<file path="src/rtl/xlat_ctl_pkg.sv">
package xlat_ctl_pkg;
  localparam int REG_W     = 32;
  localparam int BIT_QUIET = 31;
  localparam int BIT_IRQEN = 8;
  localparam int UNIT_LSB  = 4;
  localparam int UNIT_W    = 4;
  localparam int BIT_AUX   = 1;
  localparam int BIT_EN    = 0;

  function automatic logic [REG_W-1:0] pack_image(input logic quiet, input logic irq_en,
                                                  input logic [UNIT_W-1:0] unit,
                                                  input logic aux, input logic en);
    logic [REG_W-1:0] img;
    img = '0;
    img[BIT_QUIET] = quiet;
    img[BIT_IRQEN] = irq_en;
    img[UNIT_LSB +: UNIT_W] = unit;
    img[BIT_AUX] = aux;
    img[BIT_EN] = en;
    return img;
  endfunction

  function automatic logic quiet_calc(input logic en, input logic ack_seen,
                                      input logic flush_pend, input logic idle,
                                      input logic show_pending);
    if (en) return show_pending && !ack_seen;
    return !flush_pend && idle;
  endfunction
endpackage

</file>
<file path="src/rtl/xlat_ctl_decode.sv">
module xlat_ctl_decode #(
  parameter int ADDR_W = 12,
  parameter int OFFSET = 0
) (
  input  logic [ADDR_W-1:0] addr,
  input  logic              wr_en,
  input  logic              rd_en,
  output logic              wr_hit,
  output logic              rd_hit
);
  localparam logic [ADDR_W-1:0] MATCH = ADDR_W'(OFFSET);
  logic sel;
  assign sel    = (addr == MATCH);
  assign wr_hit = wr_en && sel;
  assign rd_hit = rd_en && sel;
endmodule

</file>
<file path="src/rtl/xlat_ctl_quiesce.sv">
module xlat_ctl_quiesce
  import xlat_ctl_pkg::*;
#(
  parameter int CNT_W        = 8,
  parameter bit SHOW_PENDING = 1'b1
) (
  input  logic             clk,
  input  logic             rst_n,
  input  logic             wr_hit,
  input  logic             wr_en_bit,
  input  logic             enable_ack,
  input  logic             flush_done,
  input  logic [CNT_W-1:0] outstanding,
  output logic             en_q,
  output logic             flush_q,
  output logic             quiet,
  output logic             ena_evt,
  output logic             dis_evt,
  output logic             ena_blocked
);
  logic ack_q;
  logic idle;

  assign idle        = (outstanding == '0);
  assign quiet       = quiet_calc(en_q, ack_q, flush_q, idle, SHOW_PENDING);
  assign ena_evt     = wr_hit && wr_en_bit && !en_q && quiet;
  assign ena_blocked = wr_hit && wr_en_bit && !en_q && !quiet;
  assign dis_evt     = wr_hit && !wr_en_bit && en_q;

  always_ff @(posedge clk or negedge rst_n) begin
    if (!rst_n) begin
      en_q    <= 1'b0;
      flush_q <= 1'b0;
      ack_q   <= 1'b0;
    end else begin
      if (ena_evt)      en_q <= 1'b1;
      else if (dis_evt) en_q <= 1'b0;

      if (dis_evt)         flush_q <= 1'b1;
      else if (flush_done) flush_q <= 1'b0;

      if (ena_evt)                 ack_q <= 1'b0;
      else if (en_q && enable_ack) ack_q <= 1'b1;
    end
  end
endmodule

</file>
<file path="src/rtl/xlat_ctl_fields.sv">
module xlat_ctl_fields
  import xlat_ctl_pkg::*;
#(
  parameter bit HAS_UNIT = 1'b1,
  parameter bit HAS_IRQ  = 1'b1
) (
  input  logic              clk,
  input  logic              rst_n,
  input  logic              wr_hit,
  input  logic [REG_W-1:0]  wdata,
  input  logic              unit_wr_ok,
  output logic [UNIT_W-1:0] unit_q,
  output logic              aux_q,
  output logic              irq_en_q
);
  logic unused_wbits;
  assign unused_wbits = ^wdata;

  generate
    if (HAS_UNIT) begin : g_unit
      always_ff @(posedge clk or negedge rst_n) begin
        if (!rst_n) begin
          unit_q <= '0;
          aux_q  <= 1'b0;
        end else if (wr_hit) begin
          aux_q <= wdata[BIT_AUX];
          if (unit_wr_ok) unit_q <= wdata[UNIT_LSB +: UNIT_W];
        end
      end
    end else begin : g_no_unit
      logic unused_unit;
      assign unused_unit = unit_wr_ok;
      assign unit_q = '0;
      assign aux_q  = 1'b0;
    end

    if (HAS_IRQ) begin : g_irq
      always_ff @(posedge clk or negedge rst_n) begin
        if (!rst_n)      irq_en_q <= 1'b0;
        else if (wr_hit) irq_en_q <= wdata[BIT_IRQEN];
      end
    end else begin : g_no_irq
      assign irq_en_q = 1'b0;
    end
  endgenerate
endmodule

</file>
<file path="src/rtl/xlat_ctl_reg.sv">
module xlat_ctl_reg
  import xlat_ctl_pkg::*;
#(
  parameter int ADDR_W          = 12,
  parameter int CNT_W           = 8,
  parameter bit NEW_REV_QUIET   = 1'b1,
  parameter bit HAS_UNIT_FIELDS = 1'b1,
  parameter bit HAS_ERR_IRQ     = 1'b1
) (
  input  logic              clk,
  input  logic              rst_n,
  input  logic [ADDR_W-1:0] addr,
  input  logic              wr_en,
  input  logic [31:0]       wdata,
  input  logic              rd_en,
  output logic [31:0]       rdata,
  output logic              xlat_wr_allow,
  output logic              cmdq_run,
  input  logic              enable_ack,
  output logic              flush_req,
  input  logic              flush_done,
  input  logic [CNT_W-1:0]  outstanding,
  input  logic              unmapped_sts,
  output logic              err_irq
);
  logic wr_hit, rd_hit;
  logic en_q, quiet, ena_evt, dis_evt, ena_blocked;
  logic unit_wr_ok, unit_wr_blocked;
  logic [UNIT_W-1:0] unit_q;
  logic aux_q, irq_en_q;
  logic [REG_W-1:0] image;

  xlat_ctl_decode #(.ADDR_W(ADDR_W), .OFFSET(0)) dec_i (
    .addr(addr), .wr_en(wr_en), .rd_en(rd_en), .wr_hit(wr_hit), .rd_hit(rd_hit)
  );

  xlat_ctl_quiesce #(.CNT_W(CNT_W), .SHOW_PENDING(NEW_REV_QUIET)) qsc_i (
    .clk(clk), .rst_n(rst_n), .wr_hit(wr_hit), .wr_en_bit(wdata[BIT_EN]),
    .enable_ack(enable_ack), .flush_done(flush_done), .outstanding(outstanding),
    .en_q(en_q), .flush_q(flush_req), .quiet(quiet), .ena_evt(ena_evt),
    .dis_evt(dis_evt), .ena_blocked(ena_blocked)
  );

  assign unit_wr_ok      = quiet && !en_q;
  assign unit_wr_blocked = wr_hit && !unit_wr_ok;

  xlat_ctl_fields #(.HAS_UNIT(HAS_UNIT_FIELDS), .HAS_IRQ(HAS_ERR_IRQ)) fld_i (
    .clk(clk), .rst_n(rst_n), .wr_hit(wr_hit), .wdata(wdata),
    .unit_wr_ok(unit_wr_ok), .unit_q(unit_q), .aux_q(aux_q), .irq_en_q(irq_en_q)
  );

  assign image         = pack_image(quiet, irq_en_q, unit_q, aux_q, en_q);
  assign xlat_wr_allow = en_q;
  assign cmdq_run      = en_q;
  assign err_irq       = irq_en_q && unmapped_sts;

  always_ff @(posedge clk or negedge rst_n) begin
    if (!rst_n)     rdata <= '0;
    else if (rd_en) rdata <= rd_hit ? image : '0;
  end
endmodule

</file>
<file path="config.mk">
export PLATFORM = sky130hd
export DESIGN_NAME = xlat_ctl_reg
export DESIGN_NICKNAME = d
export VERILOG_FILES = /design/src/rtl/xlat_ctl_pkg.sv /design/src/rtl/xlat_ctl_decode.sv /design/src/rtl/xlat_ctl_quiesce.sv /design/src/rtl/xlat_ctl_fields.sv /design/src/rtl/xlat_ctl_reg.sv
export SDC_FILE = /design/constraint.sdc
export NUM_CORES = 1
export LEC_CHECK = 0
export ABC_AREA = 1
export CAP_MARGIN = 25
export CORE_MARGIN = 4
export CORE_UTILIZATION = 32
export DETAILED_ROUTE_END_ITERATION = 16
export GPL_ROUTABILITY_DRIVEN = 0
export PLACE_DENSITY_LB_ADDON = 0.1
export SLEW_MARGIN = 20
export SYNTH_ARGS = -nofsm -noshare
export SYNTH_HDL_FRONTEND = slang
export SYNTH_SLANG_ARGS = --single-unit
</file>
<file path="constraint.sdc">
create_clock -name clk -period 2.6 [get_ports clk]
set_input_delay 0.39 -clock clk [delete_from_list [all_inputs] [get_ports clk]]
set_output_delay 0.39 -clock clk [all_outputs]
set_load 0.05 [all_outputs]
</file>
Word level (Yosys, flattened, before mapping)
Index checks and enable logic that the tools add are counted.
{ "word_totals": {"wordCells": 38, "ff_bits": 41} }
{ "op_classes": {"n_reduce_logical": 21, "mux": 10} }
{ "ops": {"columns": ["cell", "count"], "rows": [
  ["$mux W32", 1],
  ["$logic_not A12 Y1", 1],
  ["$logic_and A1 B1 Y1", 11],
  ["$mux W1", 9],
  ["$logic_not A8 Y1", 1],
  ["$reduce_bool A2 Y1", 3],
  ["$logic_not A1 Y1", 4],
  ["$reduce_and A2 Y1", 1]
]} }

Longest topological paths before layout
{ "depth": {"ltp_word": 6, "mapped_depth": 8, "ltp_nobuf": 8} }

By module
Synthesis repeated with hierarchy kept, for this count alone.
{ "unflattened": {"cells_unflattened": 137, "hier_area_um2": 1046.0} }
{ "by_module_without_submodules": {"columns": ["module", "area_per_inst_um2", "instances", "cells_per_inst", "seq_area_each_um2"], "rows": [
  ["xlat_ctl_reg", 526.8, 1, 65, 200.2],
  ["xlat_ctl_fields", 247.7, 1, 26, 150.1],
  ["xlat_ctl_quiesce", 212.7, 1, 31, 75.1],
  ["xlat_ctl_decode", 58.8, 1, 15, 0.0]
]} }

Least setup slack after synthesis
No wires, ideal clock.
{ "synth_timing": {"kind": "register -> output", "start": "register qsc_i.en_q", "end": "output port xlat_wr_allow", "arrival_time_ns": 0.989, "setup_slack_ns": 1.221, "stages_incl_launch_ff": 2, "cell_sequence": "dfrtp_1 -> buf_4"} }
{ "synth_lines": {"columns": ["element", "line_no", "rtl"], "rows": [
  ["from (decl)", "xlat_ctl_quiesce.sv:14", "output logic en_q,"],
  ["from (signal assigned)", "xlat_ctl_quiesce.sv:32", "en_q <= 1'b0;"],
  ["from (signal assigned)", "xlat_ctl_quiesce.sv:36", "if (ena_evt) en_q <= 1'b1;"],
  ["from (signal assigned)", "xlat_ctl_quiesce.sv:37", "else if (dis_evt) en_q <= 1'b0;"],
  ["to (decl)", "xlat_ctl_reg.sv:17", "output logic xlat_wr_allow,"]
]} }
No word-level cell between the ends.

Worst setup path in the final report
{ "layout_timing": {"start": "input port unmapped_sts", "end": "output port err_irq"} }
{ "layout_via": {"elab_chain_cells": 1} }
{ "layout_lines": {"columns": ["element", "line_no", "rtl"], "rows": [
  ["from (decl)", "xlat_ctl_reg.sv:23", "input logic unmapped_sts,"],
  ["$logic_and A1 B1 Y1", "xlat_ctl_reg.sv:55", "assign err_irq = irq_en_q && unmapped_sts;"],
  ["to (decl)", "xlat_ctl_reg.sv:24", "output logic err_irq"]
]} }
Every way passes these cells.

==> flow_summary.ini <==
[die]
die_area_um2 = 4060
num_rows = 19
die_y_um = 63.8
num_io_pins = 95
start_util_pct = 34.9
core_um2 = 2850
die_w_um = 63.8

[sta]
worstMarginPinSlew_ns = 0.764
rsz0062_at_grt = no
fin_crit_ns = 2.11
fmax_ghz = 0.474
relSlewSlack_pct = 48.9
fin_setup_tns_ns = 0
slew_viol_final = 0
setup-violations-final = 0
fin_crit_sh_pct = 81.1
hold_viol_final = 0
clock_skew_ns = 0.00275

[global_route]
met1_usage_pct = 11.8
grtUsageMet3_pct = 3.15
grt-busiest-layer = met2
antenna_found_initial = 0
grtUsageMet2_pct = 19.8
track_usage_pct = 11.0
grt_max_degree = 18
grt_pass1_vias = 895
grt_first_pass_wirelength_mm = 3.62
grt_overflow = 0

[clock_network]
post-cts-setup-buffers = 0
h-tree-depth = 1
cts.sinks = 17
root_buffer = clkbuf_4
numCtsBuffers = 3
hold_buffers = 0
clk_pin_slew_ns = 0.10
clockBufferDepth = 2
cts_resized = 0
clk_latency_ns = 0.28
cts_tree = built

[worst_setup_path]
criticalPathCategory = input pin to output port
cp_slowest_cell = clkdlybuf4s50_1
start_kind = input pin
rrSetupSlack_ns = 1.44
end_kind = output port
crit_buf_inv = 3
slowest_delay_ns = 0.79
crit_fanout = 1
cp_top_family = buffers and inverters
reg2reg_from = qsc_i.flush_q$_DFFE_PN0P_
crit_required_ns = 2.21
r2r_end = qsc_i.ack_q$_DFFE_PN0P_
rr_worst_depth = 4
cp.arrival_ns = 1.72
crit_chain = clkdlybuf4s50_1 -> nand2_1 -> inv_1 -> clkdlybuf4s50_1
cpMostUsedCell = clkdlybuf4s50_1

[route]
via_per_inst = 4.13
route.vias.total = 842
first_pass_iters = 4
ant_nets = 0
routed_wirelength_mm = 2.12
drcViolationCount = 0
wl_per_cell_um = 10.4
drtIter0Drc = 31

[layout]
area_delta_synth_final_pct = 41.8
drive_gt1_share_pct = 6.94
finalInstanceArea_um2 = 1410
final_common_cell = clkdlybuf4s50_1
fin_nets = 233
layout_common_cells = 45 x clkdlybuf4s50_1, 40 x nand2_1, 24 x conb_1, 17 x dfrtp_1, 13 x nor2_1
fill_cells = 296
num_antenna_cells = 0

[pwr]
peakVddDrop_uv = 159
p_per_area_nw_per_um2 = 391
cellLeakagePower_nw = 0.691

[synth]
synth_top_family_by_area = simple AND/OR/NAND/NOR gates
synth_seq_area_share_pct = 42.8
muxShareOfSynthArea_pct = 0
synth_compound_area_share_pct = 6.04
ys_ff_latch = 17
synth_area_um2 = 995
synth_xor_area_share_pct = 0
synth.distinct_cells = 16
ys_warn_count = 0
yosys.area_share.simple_pct = 28.9
syn_avg_cell_area_um2 = 7.89
synth_cells = 126
synth_adder_area_share_pct = 0

[place]
place_area_um2 = 1380
placement.io_buffers = 45
hpwl_mm = 1.81

[job]
cap_violations = 0

[hold_path]
whs_endpoint = rdata[6]$_DFFE_PN0P_
hold_depth = 2
hold_class = register to register
holdCritStartpoint = fld_i.unit_q[2]$_DFFE_PN0P_

[run_status]
status = finished clean
[routing by layer]
| layer | wire length, um | vias up | share of wire (%) |
|---|---|---|---|
| li1 | - | 437 | - |
| met1 | 834 | 362 | 39 |
| met2 | 1050 | 41 | 50 |
| met3 | 211 | 2 | 9.9 |
| met4 | 21 | 0 | 0.99 |
| met5 | 0 | - | 0 |
[worst min-delay path, delay by kind of cell (launching register included)]
kind / cells / cell delay [ns]
DFF: 1 / 0.36
and+or+nand+nor: 2 / 0.09
[area by class of cell]
type	instances	area (um2)	area share, %
Tap cell	31	38.8	2.75
Multi-Input combinational cell	99	438	31.1
Clock buffer	3	22.5	1.60
Clock inverter	1	5.00	0.355
Timing Repair Buffer	45	450	31.9
Inverter	8	30.0	2.13
Sequential cell	17	425	30.2
[worst max-delay path by stage]
| stage | depth (start not counted) | end | start | slack, ns |
|---|---|---|---|---|
| floorplan | 1 | xlat_wr_allow | qsc_i.en_q$_DFFE_PN0P_ | 1.22 |
| global placement | 4 | err_irq | unmapped_sts | 0.49 |
| detailed placement | 4 | err_irq | unmapped_sts | 0.49 |
| CTS | 4 | err_irq | unmapped_sts | 0.48 |
| global route | 4 | err_irq | unmapped_sts | 0.46 |
| finish | 4 | err_irq | unmapped_sts | 0.49 |
[stage by stage]
| step | util (%) | setup slack [ns] | total power [mW] | hold WS, ns | std cells |
|---|---|---|---|---|---|
| final | 49.4 | 0.490 | 0.552 | 0.479 | 204 |
| after global routing | 49.4 | 0.460 | 0.584 | 0.518 | 204 |
| after CTS | 49.4 | 0.480 | 0.561 | 0.483 | 204 |
| after detailed placement | 48.5 | 0.488 | 0.418 | 0.458 | 200 |
| after global placement | 48.5 | 0.486 | 0.417 | 0.454 | 200 |
| after floorplan | - | 1.22 | 0.386 | 0.0944 | 149 |
[synth_stat cells]
library cell  instances  area, um2
nor3_1                1       5.00
and2_1                1       6.26
nand2_1              40        150
nand3_4               1       17.5
o21ai_0              10       50.1
inv_1                 7       26.3
inv_2                 1       3.75
nor2_2                2       12.5
dfrtp_1              17        425
nor2_1               13       48.8
nand3_1               1       5.00
nor2_4                2       22.5
a21oi_1               2       10.0
buf_4                25        188
conb_1                1       3.75
nand3_2               2       20.0
[logic make-up (layout without fill, tap and decap cells)]
kind of cell / Yosys count / after routing
other: 1 / 24
and+or+nand+nor: 63 / 63
buffers and inverters: 33 / 57
DFF: 17 / 17
AOI/OAI and AO/OA: 12 / 12
[registers in the layout (all words and copies together), names as in the netlist]
register        flops
rdata               8
fld_i.unit_q        4
fld_i.aux_q         1
fld_i.irq_en_q      1
qsc_i.ack_q         1
qsc_i.en_q          1
qsc_i.flush_q       1
[report_power, final]
part / internal, mW / switching (mW)
Combinational: 0.0485 / 0.100
Sequential: 0.264 / 0.0000983
Clock: 0.0571 / 0.0818
(Power assumes the default switching activity.)
